**config.mk**
```make
export PLATFORM = sky130hd
export DESIGN_NAME = edge_counter_bank
export DESIGN_NICKNAME = d
export VERILOG_FILES = /design/src/rtl/ecb_pkg.sv /design/src/rtl/ecb_edge_sync.sv /design/src/rtl/ecb_channel.sv /design/src/rtl/ecb_timestamp.sv /design/src/rtl/edge_counter_bank.sv
export SDC_FILE = /design/constraint.sdc
export NUM_CORES = 1
export LEC_CHECK = 0
export BUFFER_PORTS_ARGS = -buffer_cell sky130_fd_sc_hd__buf_4
export CORE_UTILIZATION = 55
export DETAILED_ROUTE_END_ITERATION = 7
export PLACE_DENSITY_LB_ADDON = 0.08
export SYNTH_ARGS = -nofsm -noshare
export SYNTH_HDL_FRONTEND = slang
export SYNTH_SLANG_ARGS = --single-unit
```
**constraint.sdc**
```tcl
create_clock -name clk -period 3.4 [get_ports clk]
set_input_delay 0.68 -clock clk [delete_from_list [all_inputs] [get_ports clk]]
set_output_delay 0.68 -clock clk [all_outputs]
set_load 0.01 [all_outputs]
```
**src/rtl/ecb_pkg.sv**
```systemverilog
package ecb_pkg;
  typedef enum logic [1:0] {
    RD_LIVE    = 2'd0,
    RD_CLEAR   = 2'd1,
    RD_CAPTURE = 2'd2,
    RD_SPARE   = 2'd3
  } rd_kind_e;

  localparam int unsigned HSC_MODE = 7;
endpackage

```
**src/rtl/ecb_edge_sync.sv**
```systemverilog
module ecb_edge_sync (
  input  logic clk,
  input  logic rst,
  input  logic din,
  output logic rise
);
  logic meta_q, sync_q, last_q;

  always_ff @(posedge clk) begin
    if (rst) begin
      meta_q <= 1'b0;
      sync_q <= 1'b0;
      last_q <= 1'b0;
    end else begin
      meta_q <= din;
      sync_q <= meta_q;
      last_q <= sync_q;
    end
  end

  assign rise = sync_q & ~last_q;


  single_pulse_chk: assert property (@(posedge clk) disable iff (rst)
    rise |=> !rise);
endmodule

```
**src/rtl/ecb_channel.sv**
```systemverilog
module ecb_channel #(
  parameter int unsigned CW        = 32,
  parameter int unsigned CFG_W     = 8,
  parameter int unsigned MODE      = 7,
  parameter bit          SHAREABLE = 1'b1
) (
  input  logic             clk,
  input  logic             rst,
  input  logic             sig_async,
  input  logic             busy,
  input  logic             we_enable,
  input  logic             we_index,
  input  logic [CFG_W-1:0] cfg_data,
  input  logic             clr,
  output logic [CW-1:0]    count,
  output logic             active,
  output logic             rise
);
  logic             en_q;
  logic [CFG_W-1:0] idx_q;
  logic             step;
  logic             blocked;

  function automatic logic [CW-1:0] next_count(input logic [CW-1:0] cur,
                                               input logic step_i,
                                               input logic wipe);
    if (wipe) return step_i ? CW'(1) : '0;
    if (step_i) return cur + CW'(1);
    return cur;
  endfunction

  ecb_edge_sync u_sync (
    .clk  (clk),
    .rst  (rst),
    .din  (sig_async),
    .rise (rise)
  );

  always_ff @(posedge clk) begin
    if (rst) begin
      en_q  <= 1'b0;
      idx_q <= '0;
    end else begin
      if (we_enable) en_q  <= (cfg_data == CFG_W'(1));
      if (we_index)  idx_q <= cfg_data;
    end
  end

  assign blocked = SHAREABLE && busy;
  assign active  = en_q && (idx_q == CFG_W'(MODE)) && !blocked;
  assign step    = active && rise;

  always_ff @(posedge clk) begin
    if (rst) count <= '0;
    else     count <= next_count(count, step, clr);
  end


  count_step_chk: assert property (@(posedge clk) disable iff (rst)
    (active && rise && !clr && count != {CW{1'b1}}) |=> count == $past(count) + 1'b1);

  idle_hold_chk: assert property (@(posedge clk) disable iff (rst)
    (!active && !clr) |=> $stable(count));

  clear_zero_chk: assert property (@(posedge clk) disable iff (rst)
    (clr && !(active && rise)) |=> count == '0);

  clear_keep_edge_chk: assert property (@(posedge clk) disable iff (rst)
    (clr && active && rise) |=> count == CW'(1));

  wrap_zero_chk: assert property (@(posedge clk) disable iff (rst)
    (active && rise && !clr && count == {CW{1'b1}}) |=> count == '0);
endmodule

```
**src/rtl/ecb_timestamp.sv**
```systemverilog
module ecb_timestamp #(
  parameter int unsigned TS_W = 32
) (
  input  logic            clk,
  input  logic            rst,
  output logic [TS_W-1:0] ts
);
  logic phase_q;

  always_ff @(posedge clk) begin
    if (rst) begin
      phase_q <= 1'b0;
      ts      <= '0;
    end else begin
      phase_q <= ~phase_q;
      if (phase_q) ts <= ts + TS_W'(1);
    end
  end


  ts_step_chk: assert property (@(posedge clk) disable iff (rst)
    !$stable(ts) |-> ts == $past(ts) + 1'b1);

  ts_pace_chk: assert property (@(posedge clk) disable iff (rst)
    !$stable(ts) |=> $stable(ts));
endmodule

```
**src/rtl/edge_counter_bank.sv**
```systemverilog
module edge_counter_bank #(
  parameter int unsigned       NCH        = 4,
  parameter int unsigned       CW         = 32,
  parameter int unsigned       NARROW_W   = 16,
  parameter int unsigned       CFG_W      = 8,
  parameter int unsigned       TS_W       = 32,
  parameter int unsigned       MODE       = ecb_pkg::HSC_MODE,
  parameter logic [NCH-1:0]    SHARE_MASK = 4'b1011,
  localparam int unsigned      CH_W       = (NCH > 1) ? $clog2(NCH) : 1
) (
  input  logic             clk,
  input  logic             rst,
  input  logic [NCH-1:0]   sig_in,
  input  logic [NCH-1:0]   chan_busy,
  input  logic             wr_en,
  input  logic [CH_W-1:0]  wr_chan,
  input  logic             wr_sel,
  input  logic [CFG_W-1:0] wr_data,
  input  logic             rd_req,
  input  logic [CH_W-1:0]  rd_chan,
  input  logic [1:0]       rd_kind,
  input  logic             rd_narrow,
  output logic             rd_valid,
  output logic [CW-1:0]    rd_data,
  output logic [TS_W-1:0]  ts_count
);
  import ecb_pkg::*;

  localparam int unsigned CAP_W = CW - NARROW_W;

  rd_kind_e          kind;
  logic [CW-1:0]     counts [NCH];
  logic [NCH-1:0]    act_w;
  logic [NCH-1:0]    rise_w;
  logic [CW-1:0]     sel_count;
  logic [CAP_W-1:0]  cap_q;
  logic              do_capture;

  function automatic logic [CW-1:0] low_part(input logic [CW-1:0] v);
    return CW'(v[NARROW_W-1:0]);
  endfunction

  function automatic logic [CAP_W-1:0] high_part(input logic [CW-1:0] v);
    return v[CW-1:NARROW_W];
  endfunction

  assign kind = rd_kind_e'(rd_kind);

  for (genvar i = 0; i < NCH; i++) begin : g_ch
    ecb_channel #(
      .CW        (CW),
      .CFG_W     (CFG_W),
      .MODE      (MODE),
      .SHAREABLE (SHARE_MASK[i])
    ) u_chan (
      .clk       (clk),
      .rst       (rst),
      .sig_async (sig_in[i]),
      .busy      (chan_busy[i]),
      .we_enable (wr_en && wr_chan == CH_W'(i) && !wr_sel),
      .we_index  (wr_en && wr_chan == CH_W'(i) && wr_sel),
      .cfg_data  (wr_data),
      .clr       (rd_req && kind == RD_CLEAR && rd_chan == CH_W'(i)),
      .count     (counts[i]),
      .active    (act_w[i]),
      .rise      (rise_w[i])
    );
  end

  assign sel_count  = counts[rd_chan];
  assign do_capture = rd_req && rd_narrow && kind != RD_CAPTURE;

  always_ff @(posedge clk) begin
    if (rst) begin
      rd_valid <= 1'b0;
      rd_data  <= '0;
      cap_q    <= '0;
    end else begin
      rd_valid <= rd_req;
      if (rd_req) begin
        if (kind == RD_CAPTURE)  rd_data <= CW'(cap_q);
        else if (rd_narrow)      rd_data <= low_part(sel_count);
        else                     rd_data <= sel_count;
      end
      if (do_capture) cap_q <= high_part(sel_count);
    end
  end

  ecb_timestamp #(.TS_W(TS_W)) u_ts (
    .clk (clk),
    .rst (rst),
    .ts  (ts_count)
  );


  cap_hold_chk: assert property (@(posedge clk) disable iff (rst)
    !(rd_req && rd_narrow && kind != RD_CAPTURE) |=> $stable(cap_q));

  shared_free_chk: assert property (@(posedge clk) disable iff (rst)
    (SHARE_MASK[2] == 1'b0 && $changed(chan_busy[2]) && $stable(rd_req)) |-> $stable(act_w[2]) || !$stable(wr_en) || wr_en);

  narrow_upper_zero_chk: assert property (@(posedge clk) disable iff (rst)
    (rd_req && rd_narrow && kind != RD_CAPTURE) |=> rd_data[CW-1:NARROW_W] == '0);
endmodule

```
==> run_results.csv, run 1 <==
group,metric,value,unit
setup_path,startpoint,"g_ch[3].u_chan.idx_q[5]$_SDFFE_PP0P_",
routing,num_vias,10000,
final_layout,final_area,0.0137,sq mm
clock_network,cts_tree,"built",
setup_path,cp-endpoint,"g_ch[3].u_chan.count[29]$_SDFFE_PP0P_",
routing,drt-initial-drc-count,977,
global_route,grt_overflow,0,
logic_synthesis,netlist_area,0.0118,sq mm
routing,finalWirelength,29600,um
logic_synthesis,yosysWarnings,0,
timing,finalCritPeriodShare,74.3,%
clock_network,post_cts_buffers,0,
final_layout,area_growth,15.8,%
setup_path,endpoint_kind,"register",
logic_synthesis,synth.avg_cell_area,8.71,sq um
final_layout,nets,1463,
place,place_hpwl,21000,um
routing,post_drt_wl_per_cell,17.2,um
power_and_ir_drop,irDropWorstVdd,424,uV
logic_synthesis,synth_top_area_share,43.8,%
setup_path,required,3.86,ns
min_path,min_path_type,"input port to register",
clock_network,root_buffer,"clkbuf_16",
logic_synthesis,synthTopCellsByArea,"dfxtp_1 (44%), nor2_1 (6.0%), mux4_2 (5.9%)",
clock_network,cts_max_path_buffers,3,
setup_path,slowest_stage,"or4_1",
die,die_h,148,um
timing,period_needed,2.53,ns
place,post_dp_cell_area,0.0127,sq mm
setup_path,path_cells,"or4_1, nor4_2, nand2_1, or4_1, a21oi_1",
final_layout,insertedDiodeCount,0,
clock_network,ctsHoldBuffers,0,
timing,drv_slew,0,
timing,tns,0,ns
clock_network,path_clk_slew,0.06,ns
clock_network,numCtsBuffers,28,
setup_path,criticalPathCategory,"register to register",
setup_path,rrSetupSlack,0.87,ns
global_route,grt_use_total,26.8,%
die,initial_utilization,56.1,%
global_route,grt_max_degree,84,
setup_path,worstSetupStartpointType,"register",
final_layout,postLayoutCoreUtil,65.0,%
timing,hold_violations,0,
timing,relSlewSlack,43.2,%
timing,fin_skew,0.0160,ns
min_path,hold-path-cell-count,2,
flow_run,maxCapViolCount,0,
final_layout,final_cell_count_no_fill,1724,
setup_path,worstPathMaxFanout,11,
global_route,grt_pass1_vias,9032,
final_layout,drive_gt1_share,14.4,%
setup_path,worstRegToRegCells,5,
place,gp_congestion,0.863,
logic_synthesis,seq_area_frac_synth,43.8,%
power_and_ir_drop,static-leakage-power,4.63,nW
final_layout,num-fill-cells,1761,
setup_path,rr_endpoint,"g_ch[3].u_chan.count[29]$_SDFFE_PP0P_",
power_and_ir_drop,power,6.37,mW
logic_synthesis,synth_nets,1386,
timing,tightest_slew,0.851,ns
place,port_buffers,91,
power_and_ir_drop,powerDensity,466,mW/mm^2
die,std_cell_rows,53,
logic_synthesis,post-synth-top-area-cell,"dfxtp_1",
logic_synthesis,syn-instance-count,1353,
timing,setup_viol,0,
logic_synthesis,synth_seq_cells,258,
routing,dr.pass1.iters,5,
setup_path,rr_startpoint,"g_ch[3].u_chan.idx_q[5]$_SDFFE_PP0P_",
setup_path,worst_ep_arrival_time,2.98,ns
setup_path,max_stage_delay,0.74,ns
setup_path,path_common_cell,"or4_1",
place,placed_cells,1675,
clock_network,insertion_delay,0.54,ns
timing,rsz0062_at_grt,"no",
routing,via_per_inst,5.81,
timing,fmax,0.396,GHz
die,io_pins,93,
die,coreArea,0.0210,sq mm
routing,drt.antenna.violating_nets,0,
logic_synthesis,synth.distinct_cells,50,
die,die_w,148,um
status,status,"finished, final reports clean",
global_route,grt_antenna_before_repair,0,
clock_network,cts_resized,0,
global_route,grt_pass1_wl,46800,um
clock_network,htreeDepth,1,
die,dieArea,0.0220,sq mm
routing,drc,0,
clock_network,clock-sinks,258,
where the power goes:
part | internal (mW) | switching [mW]
logic | 0.0853 | 0.154
registers | 3.05 | 0.0162
clock network | 1.85 | 1.21
total | 4.99 | 1.38
kinds of logic (layout without fill, tap and decap cells):
family          after synthesis  count (layout)  share of synthesized area (%)
simple gates                693             693                           29.6
flops                       258             258                           43.8
compound gates              152             152                           7.25
xor+xnor                    116             116                           8.62
buf+inv                      81             177                           2.65
mux                          48              48                           7.50
fa+ha+maj                     5               5                          0.531
per-layer routing:
| metal | vias up | GRT usage, % | part of all wire (%) |
|---|---|---|---|
| li1 | 4939 | - | - |
| met1 | 4727 | 39.6 | 47 |
| met2 | 307 | 41.2 | 44 |
| met3 | 41 | 3.87 | 7.0 |
| met4 | 0 | 5.98 | 1.8 |
| met5 | - | 0 | 0 |
through the flow:
step	hold slack (ns)	setup slack [ns]
2_1_floorplan	0.414	0.854
3_3_place_gp	0.423	0.481
3_5_place_dp	0.430	0.445
4_1_cts	0.351	0.864
5_1_grt	0.367	0.724
6_report	0.362	0.873
area by class of cell:
cell class | instances | area (sq um) | area share [%]
multi-input cells | 1014 | 6310 | 46.2
flip-flops and latches | 258 | 5160 | 37.8
clock buffers | 43 | 848 | 6.21
repair buffers | 113 | 848 | 6.21
well taps | 275 | 344 | 2.52
clock inverters | 6 | 82.6 | 0.605
inverters | 15 | 56.3 | 0.412
worst min-delay path by stage:
stage / from / endpoint / slack (ns)
global route: sig_in[1] / g_ch[1].u_chan.u_sync.meta_q$_SDFF_PP0_ / 0.37
CTS: sig_in[1] / g_ch[1].u_chan.u_sync.meta_q$_SDFF_PP0_ / 0.35
detailed placement: g_ch[3].u_chan.u_sync.meta_q$_SDFF_PP0_ / g_ch[3].u_chan.u_sync.sync_q$_SDFF_PP0_ / 0.43
global placement: g_ch[3].u_chan.u_sync.meta_q$_SDFF_PP0_ / g_ch[3].u_chan.u_sync.sync_q$_SDFF_PP0_ / 0.42
floorplan: g_ch[0].u_chan.u_sync.meta_q$_SDFF_PP0_ / g_ch[0].u_chan.u_sync.sync_q$_SDFF_PP0_ / 0.41
finish: sig_in[1] / g_ch[1].u_chan.u_sync.meta_q$_SDFF_PP0_ / 0.36
Yosys cell counts, drive strengths merged:
library cell,instances
a21oi,91
a311oi,16
and2,4
and3,13
and3b,1
and4,8
and4b,3
buf,15
clkbuf,51
dfxtp,258
ha,5
inv,15
mux2i,16
mux4,32
nand2,176
nand2b,6
nand3,58
nand3b,1
nand4,59
nand4b,4
nand4bb,2
nor2,187
nor2b,32
nor3,33
nor3b,1
nor4,44
nor4b,3
nor4bb,1
o21a,6
o21ai,33
o31a,3
o31ai,3
or2,9
or3,34
or4,10
or4b,4
xnor2,54
xor2,62
sequential cells by signal, summed over array words and instances, names as in the netlist:
register / cells
g_ch.u_chan.count: 128
g_ch.u_chan.u_sync.meta_q: 4
g_ch.u_chan.u_sync.last_q: 4
u_ts.ts: 32
g_ch.u_chan.u_sync.sync_q: 4
g_ch.u_chan.en_q: 4
cap_q: 16
rd_data: 32
g_ch.u_chan.idx_q: 32
u_ts.phase_q: 1
rd_valid: 1
cells in the final DEF (no fill, tap or decap), types with 4 or more instances in the layout:
| master | instances |
|---|---|
| dfxtp_1 | 258 |
| nor2_1 | 187 |
| nand2_1 | 176 |
| buf_4 | 113 |
| a21oi_1 | 91 |
| xor2_1 | 62 |
| nand4_1 | 58 |
| nand3_1 | 58 |
| xnor2_1 | 54 |
| nor4_1 | 40 |
| o21ai_0 | 33 |
| or3_1 | 32 |
| nor2b_1 | 32 |
| mux4_2 | 31 |
| nor3_1 | 30 |
| clkbuf_16 | 29 |
| mux2i_1 | 16 |
| a311oi_1 | 16 |
| inv_1 | 15 |
| and3_1 | 13 |
| or2_2 | 9 |
| or4_1 | 9 |
| and4_1 | 8 |
| clkbuf_1 | 7 |
| clkbuf_8 | 7 |
| o21a_1 | 6 |
| nand2b_1 | 6 |
| ha_1 | 5 |
| nand4b_1 | 4 |
| and2_1 | 4 |
worst max-delay path, delay by kind of cell (launching register included):
family / cells / cell delay, ns
and+or+nand+nor: 4 / 1.98
DFF: 1 / 0.30
AOI/OAI and AO/OA: 1 / 0.16
No activity file was read; power rests on OpenSTA's default activity.
==> run 2: changes to the inputs <==
--- a/config.mk
+++ b/config.mk
@@ -5,6 +5,7 @@
 export SDC_FILE = /design/constraint.sdc
 export NUM_CORES = 1
 export LEC_CHECK = 0
+export ABC_AREA = 1
 export BUFFER_PORTS_ARGS = -buffer_cell sky130_fd_sc_hd__buf_4
 export CORE_UTILIZATION = 55
 export DETAILED_ROUTE_END_ITERATION = 7
==> constraint.sdc (replaced) <==
create_clock -name clk -period 2.4 [get_ports clk]
set_input_delay 0.48 -clock clk [delete_from_list [all_inputs] [get_ports clk]]
set_output_delay 0.48 -clock clk [all_outputs]
set_load 0.01 [all_outputs]
==> run_results.csv, run 2 <==
group,metric,value,unit
place,place_hpwl,28200,um
final_layout,insertedDiodeCount,0,
power_and_ir_drop,irDropWorstVdd,515,uV
final_layout,largest_reg_flops,128,
setup_path,worstPathMaxFanout,12,
global_route,grt_overflow,0,
place,placed_cells,2464,
routing,finalWirelength,37800,um
clock_network,insertion_delay,0.55,ns
final_layout,register_area,0.00516,sq mm
final_layout,final_cell_count_no_fill,2512,
clock_network,root_buffer,"clkbuf_16",
timing,finalCritPeriodShare,73.5,%
logic_synthesis,synth.most_common_cell,"nand2_1",
routing,via_per_inst,5.34,
place,post_dp_cell_area,0.0147,sq mm
timing,fmax,0.567,GHz
timing,hold_violations,0,
timing,fin_hold_ws,0.142,ns
setup_path,required,2.84,ns
logic_synthesis,synth_common_cells,"nand2_1 (521), inv_1 (307), nor2_1 (263), dfxtp_1 (258), a21oi_1 (151)",
global_route,grt_pass1_vias,12100,
clock_network,numCtsBuffers,29,
timing,tns,0,ns
power_and_ir_drop,powerDensity,587,mW/mm^2
final_layout,drive_gt1_share,12.3,%
timing,tightest_slew,0.569,ns
clock_network,path_clk_slew,0.06,ns
logic_synthesis,synth_edf_count,0,
setup_path,max_stage_delay,0.45,ns
clock_network,ctsHoldBuffers,0,
timing,relSlewSlack,62.1,%
final_layout,nets,2204,
logic_synthesis,synth_seq_cells,258,
die,coreArea,0.0245,sq mm
die,dieArea,0.0257,sq mm
logic_synthesis,syn-instance-count,2088,
final_layout,multiInputGateArea,0.00708,sq mm
final_layout,num-fill-cells,2318,
min_path,min_path_type,"input port to register",
setup_path,path_common_cell,"nor2_1",
global_route,grt_pass1_wl,61300,um
final_layout,area_growth,13.5,%
global_route,grt_max_degree,58,
logic_synthesis,seq_area_frac_synth,37.5,%
clock_network,clock-sinks,258,
timing,fin_skew,0.00834,ns
logic_synthesis,synthTopCellsByArea,"dfxtp_1 (38%), nand2_1 (14%), inv_1 (8.4%)",
routing,drt.antenna.violating_nets,0,
setup_path,slowest_stage,"dfxtp_1",
logic_synthesis,synthArstFlopShare,0,%
clock_network,cts_resized,0,
flow_run,maxCapViolCount,0,
setup_path,worstSetupStartpointType,"register",
status,status,"finished, final reports clean",
power_and_ir_drop,power,9.16,mW
clock_network,cts_tree,"built",
clock_network,htreeDepth,1,
timing,setup_viol,0,
setup_path,worst_ep_arrival_time,2.20,ns
logic_synthesis,synth.distinct_cells,44,
timing,rsz0062_at_grt,"no",
logic_synthesis,synth.avg_cell_area,6.59,sq um
final_layout,final_area,0.0156,sq mm
logic_synthesis,post-synth-top-area-cell,"dfxtp_1",
power_and_ir_drop,static-leakage-power,6.39,nW
die,std_cell_rows,57,
final_layout,final_common_cell,"nand2_1",
routing,drc,0,
routing,num_vias,13400,
routing,dr.pass1.iters,6,
logic_synthesis,synth_nets,2121,
place,gp_congestion,0.956,
final_layout,largest_register,"g_ch.u_chan.count",
place,port_buffers,91,
timing,period_needed,1.76,ns
setup_path,path_cells,"nand2_2, nor2_1, nand3_1, nor2_2, nand2_1, o21ai_0, nor2_1",
die,die_h,160,um
setup_path,endpoint_kind,"register",
setup_path,criticalPathCategory,"register to register",
logic_synthesis,netlist_area,0.0138,sq mm
final_layout,final_cell_mix,"nand2_1 (521), inv_1 (307), nor2_1 (263)",
global_route,grt_antenna_before_repair,0,
global_route,grt_use_total,29.3,%
clock_network,cts_max_path_buffers,3,
logic_synthesis,synth_top_area_share,37.5,%
routing,post_drt_wl_per_cell,15.0,um
logic_synthesis,yosysWarnings,0,
logic_synthesis,synth_flop_cell,"dfxtp_1",
die,initial_utilization,56.2,%
die,die_w,160,um
routing,drt-initial-drc-count,1258,
clock_network,post_cts_buffers,0,
die,io_pins,93,
timing,drv_slew,0,
[run 2: cell types whose count changed in the layout (fill, tap and decap cells not counted), moves of 57 or more]
cell / delta
nand2_1: +345
inv_1: +292
nor2_1: +76
o21ai_0: +63
a21oi_1: +60
xor2_1: -57
[run 2: logic make-up (layout without fill, tap and decap cells)]
family | count (synthesis) | in the layout | synth area share (%)
xor gates and xnor gates | 6 | 6 | 0.382
adders and majority gates | 5 | 5 | 0.455
AOI/OAI and AO/OA | 327 | 327 | 13.1
buffers and inverters | 381 | 481 | 11.0
DFF | 258 | 258 | 37.5
and+or+nand+nor | 1111 | 1111 | 37.5
[run 2: area by class of cell]
class | instances | area share, %
multi-input combinational | 1449 | 45.3
inverter | 323 | 7.77
sequential | 258 | 33.1
tap | 324 | 2.60
clock inverter | 6 | 0.529
timing repair buffer | 110 | 5.37
clock buffer | 42 | 5.34
[run 2: worst max-delay path: cells and delay by family, from the launching register on]
family | cells | cell delay (ns)
compound gates | 1 | 0.19
flops | 1 | 0.45
simple gates | 6 | 1.01
[run 2: path summary, 6_finish.rpt]
check | from | end | slack [ns] | cells past startpoint
max | g_ch[1].u_chan.count[6]$_SDFFE_PP0P_ | g_ch[1].u_chan.count[11]$_SDFFE_PP0P_ | 0.64 | 7
min | sig_in[0] | g_ch[0].u_chan.u_sync.meta_q$_SDFF_PP0_ | 0.14 | 3
min reg2reg | g_ch[3].u_chan.u_sync.meta_q$_SDFF_PP0_ | g_ch[3].u_chan.u_sync.sync_q$_SDFF_PP0_ | 0.40 | 2
max reg2reg | g_ch[1].u_chan.count[6]$_SDFFE_PP0P_ | g_ch[1].u_chan.count[11]$_SDFFE_PP0P_ | 0.64 | 7
[run 2: routing by layer]
layer | routed length, um | GRT usage [%] | part of all wire [%] | vias up
li1 | - | - | - | 6840
met4 | 1420 | 11.2 | 3.8 | 0
met2 | 16600 | 46.0 | 44 | 443
met1 | 17300 | 41.0 | 46 | 6041
met5 | 0 | 0 | 0 | -
met3 | 2480 | 3.61 | 6.6 | 80
[run 2: through the flow]
| step | setup WS [ns] | utilization, % |
|---|---|---|
| finish | 0.636 | 63.8 |
| global route | 0.437 | 63.8 |
| CTS | 0.632 | 63.8 |
| floorplan | 0.892 | - |
| global placement | 0.465 | 60.1 |
| detailed placement | 0.445 | 60.1 |
[run 2: report_power, final]
part	internal (mW)	leakage, nW	total (mW)	switching, mW
Combinational	0.158	3.86	0.459	0.301
Sequential	4.34	2.09	4.38	0.0337
Clock	2.59	0.449	4.32	1.73
Total	7.09	6.39	9.16	2.07
==> run 3: changes to the inputs <==
--- a/config.mk
+++ b/config.mk
@@ -5,7 +5,7 @@
 export SDC_FILE = /design/constraint.sdc
 export NUM_CORES = 1
 export LEC_CHECK = 0
-export ABC_AREA = 1
+export ABC_AREA = 0
 export BUFFER_PORTS_ARGS = -buffer_cell sky130_fd_sc_hd__buf_4
 export CORE_UTILIZATION = 55
 export DETAILED_ROUTE_END_ITERATION = 7
==> constraint.sdc (replaced) <==
create_clock -name clk -period 1.7 [get_ports clk]
set_input_delay 0.34 -clock clk [delete_from_list [all_inputs] [get_ports clk]]
set_output_delay 0.34 -clock clk [all_outputs]
set_load 0.01 [all_outputs]
==> run_results.csv, run 3 (synthesis gave the netlist of run 1 again) <==
group,metric,value,unit
final_layout,final_common_cell,"buf_4",
place,post_dp_cell_area,0.0145,sq mm
power_and_ir_drop,power,12.7,mW
final_layout,nets,1701,
clock_network,cts_max_path_buffers,3,
routing,post_drt_wl_per_cell,18.6,um
routing,finalWirelength,36500,um
power_and_ir_drop,p_clk_share,47.0,%
global_route,grt_overflow,0,
global_route,grt_antenna_before_repair,0,
setup_path,criticalPathCategory,"register to register",
routing,drt-initial-drc-count,1024,
final_layout,final_cell_mix,"buf_4 (290), dfxtp_1 (231), nor2_1 (186)",
die,initial_utilization,56.1,%
setup_path,worstSetupStartpointType,"register",
status,failed_checks,"setup timing",
global_route,grt_use_total,31.5,%
timing,setup_viol,110,
min_path,hold_start,"sig_in[0]",
flow_run,maxCapViolCount,0,
die,std_cell_rows,53,
timing,fmax,0.462,GHz
power_and_ir_drop,powerDensity,755,mW/mm^2
final_layout,multiInputGateArea,0.00733,sq mm
timing,hold_violations,0,
die,coreArea,0.0210,sq mm
final_layout,final_area,0.0168,sq mm
power_and_ir_drop,cell_internal_pwr,9.78,mW
status,status,"finished with violations",
final_layout,largest_reg_flops,128,
setup_path,startpoint,"g_ch[1].u_chan.idx_q[5]$_SDFFE_PP0P_",
routing,drc,0,
die,dieArea,0.0220,sq mm
setup_path,worst_ep_arrival_time,2.60,ns
clock_network,cts_tree,"built",
final_layout,area_growth,42.4,%
final_layout,largest_register,"g_ch.u_chan.count",
routing,num_vias,11500,
clock_network,htreeDepth,1,
timing,fin_skew,0.0139,ns
power_and_ir_drop,sw_frac_of_total,22.9,%
power_and_ir_drop,static-leakage-power,6.72,nW
final_layout,postLayoutCoreUtil,79.9,%
global_route,grt_pass1_wl,54600,um
timing,drv_slew,0,
clock_network,clock-sinks,258,
clock_network,insertion_delay,0.54,ns
clock_network,root_buffer,"clkbuf_16",
power_and_ir_drop,p_switching,2.90,mW
min_path,hold-path-cell-count,2,
final_layout,num-fill-cells,1332,
final_layout,final_cell_count_no_fill,1964,
die,io_pins,93,
setup_path,worstRegToRegCells,5,
final_layout,drive_gt1_share,35.0,%
die,die_h,148,um
power_and_ir_drop,pwr-share-seq,48.3,%
setup_path,endpoint_kind,"register",
power_and_ir_drop,p_comb_share,4.7,%
timing,finalWorstSetupSlack,-0.464,ns
routing,dr.pass1.iters,5,
routing,via_per_inst,5.86,
timing,rsz0062_at_grt,"yes",
routing,drt.antenna.violating_nets,0,
power_and_ir_drop,irDropWorstVdd,586,uV
clock_network,ctsHoldBuffers,0,
timing,tightest_slew,1.04,ns
timing,relSlewSlack,30.3,%
global_route,grt_pass1_vias,10500,
setup_path,required,2.13,ns
timing,period_needed,2.16,ns
final_layout,register_area,0.00521,sq mm
min_path,min_path_type,"input port to register",
clock_network,path_clk_slew,0.06,ns
place,placed_cells,1872,
setup_path,worstPathMaxFanout,4,
place,gp_congestion,0.890,
clock_network,numCtsBuffers,27,
place,place_hpwl,24400,um
setup_path,rr_startpoint,"g_ch[1].u_chan.idx_q[5]$_SDFFE_PP0P_",
place,port_buffers,91,
timing,finalCritPeriodShare,127,%
die,die_w,148,um
final_layout,insertedDiodeCount,0,
global_route,grt_max_degree,71,
-- run 3: changes by cell type in the layout (fill, tap and decap cells not counted), moves of 56 or more --
cell / change
nand2_1: -354
inv_1: -292
buf_4: +181
nor2_1: -77
a21oi_1: -70
o21ai_0: -69
nand3_1: -57
xor2_1: +56
-- run 3: cell type report --
class	count	area share (%)
Inverter	15	0.335
Timing Repair Buffer	350	17.6
Multi-Input combinational cell	1016	43.6
Sequential cell	258	31.0
Clock inverter	15	0.931
Tap cell	275	2.05
Clock buffer	35	4.44
-- run 3: power by group through the flow --
stage          sequential, mW  combinational (mW)  clock, mW
2_1_floorplan            6.27               0.312          0
3_3_place_gp             6.26               0.557          0
3_5_place_dp             6.26               0.563          0
4_1_cts                  6.13               0.585       6.00
5_1_grt                  6.13               0.643       6.27
6_report                 6.13               0.595       5.95
-- run 3: stage by stage --
stage	TNS [ns]	worst slack (ns)	hold slack, ns
floorplan	-10.51	-0.460	0.414
global placement	-28.34	-0.528	0.415
detailed placement	-30.81	-0.580	0.430
CTS	-20.73	-0.442	0.00465
global route	-30.56	-0.510	0.00286
finish	-24.23	-0.464	0.0112
-- run 3: worst max-delay path, stage by stage, from the launching register on --
cell and delay, ns:
dfxtp_2 0.33, or4_4 0.53, or4_4 0.47, or3_4 0.37
o21a_1 0.18, o21a_1 0.18
-- run 3: path summary, 6_finish.rpt --
path                                                  end  slack [ns]
hold / removal    g_ch[0].u_chan.u_sync.meta_q$_SDFF_PP0_        0.01
setup reg to reg    g_ch[1].u_chan.count[29]$_SDFFE_PP0P_       -0.46
hold reg to reg   g_ch[1].u_chan.u_sync.sync_q$_SDFF_PP0_        0.44
setup / recovery    g_ch[1].u_chan.count[29]$_SDFFE_PP0P_       -0.46
-- run 3: timing repair --
item / 4_1_cts / 5_1_grt
gates resized for setup: 104 / 119
gates cloned: 5 / 2
buffers inserted: 22 / 17
pin swaps: 60 / 74
setup endpoints to repair: 108 / 134
-- run 3: layer usage --
metal | GRT usage [%] | up-vias | routed length [um]
li1 | - | 5405 | -
met1 | 44.9 | 5556 | 15700
met2 | 50.9 | 453 | 16900
met3 | 3.07 | 91 | 2690
met4 | 8.51 | 0 | 1170
met5 | 0 | - | 0
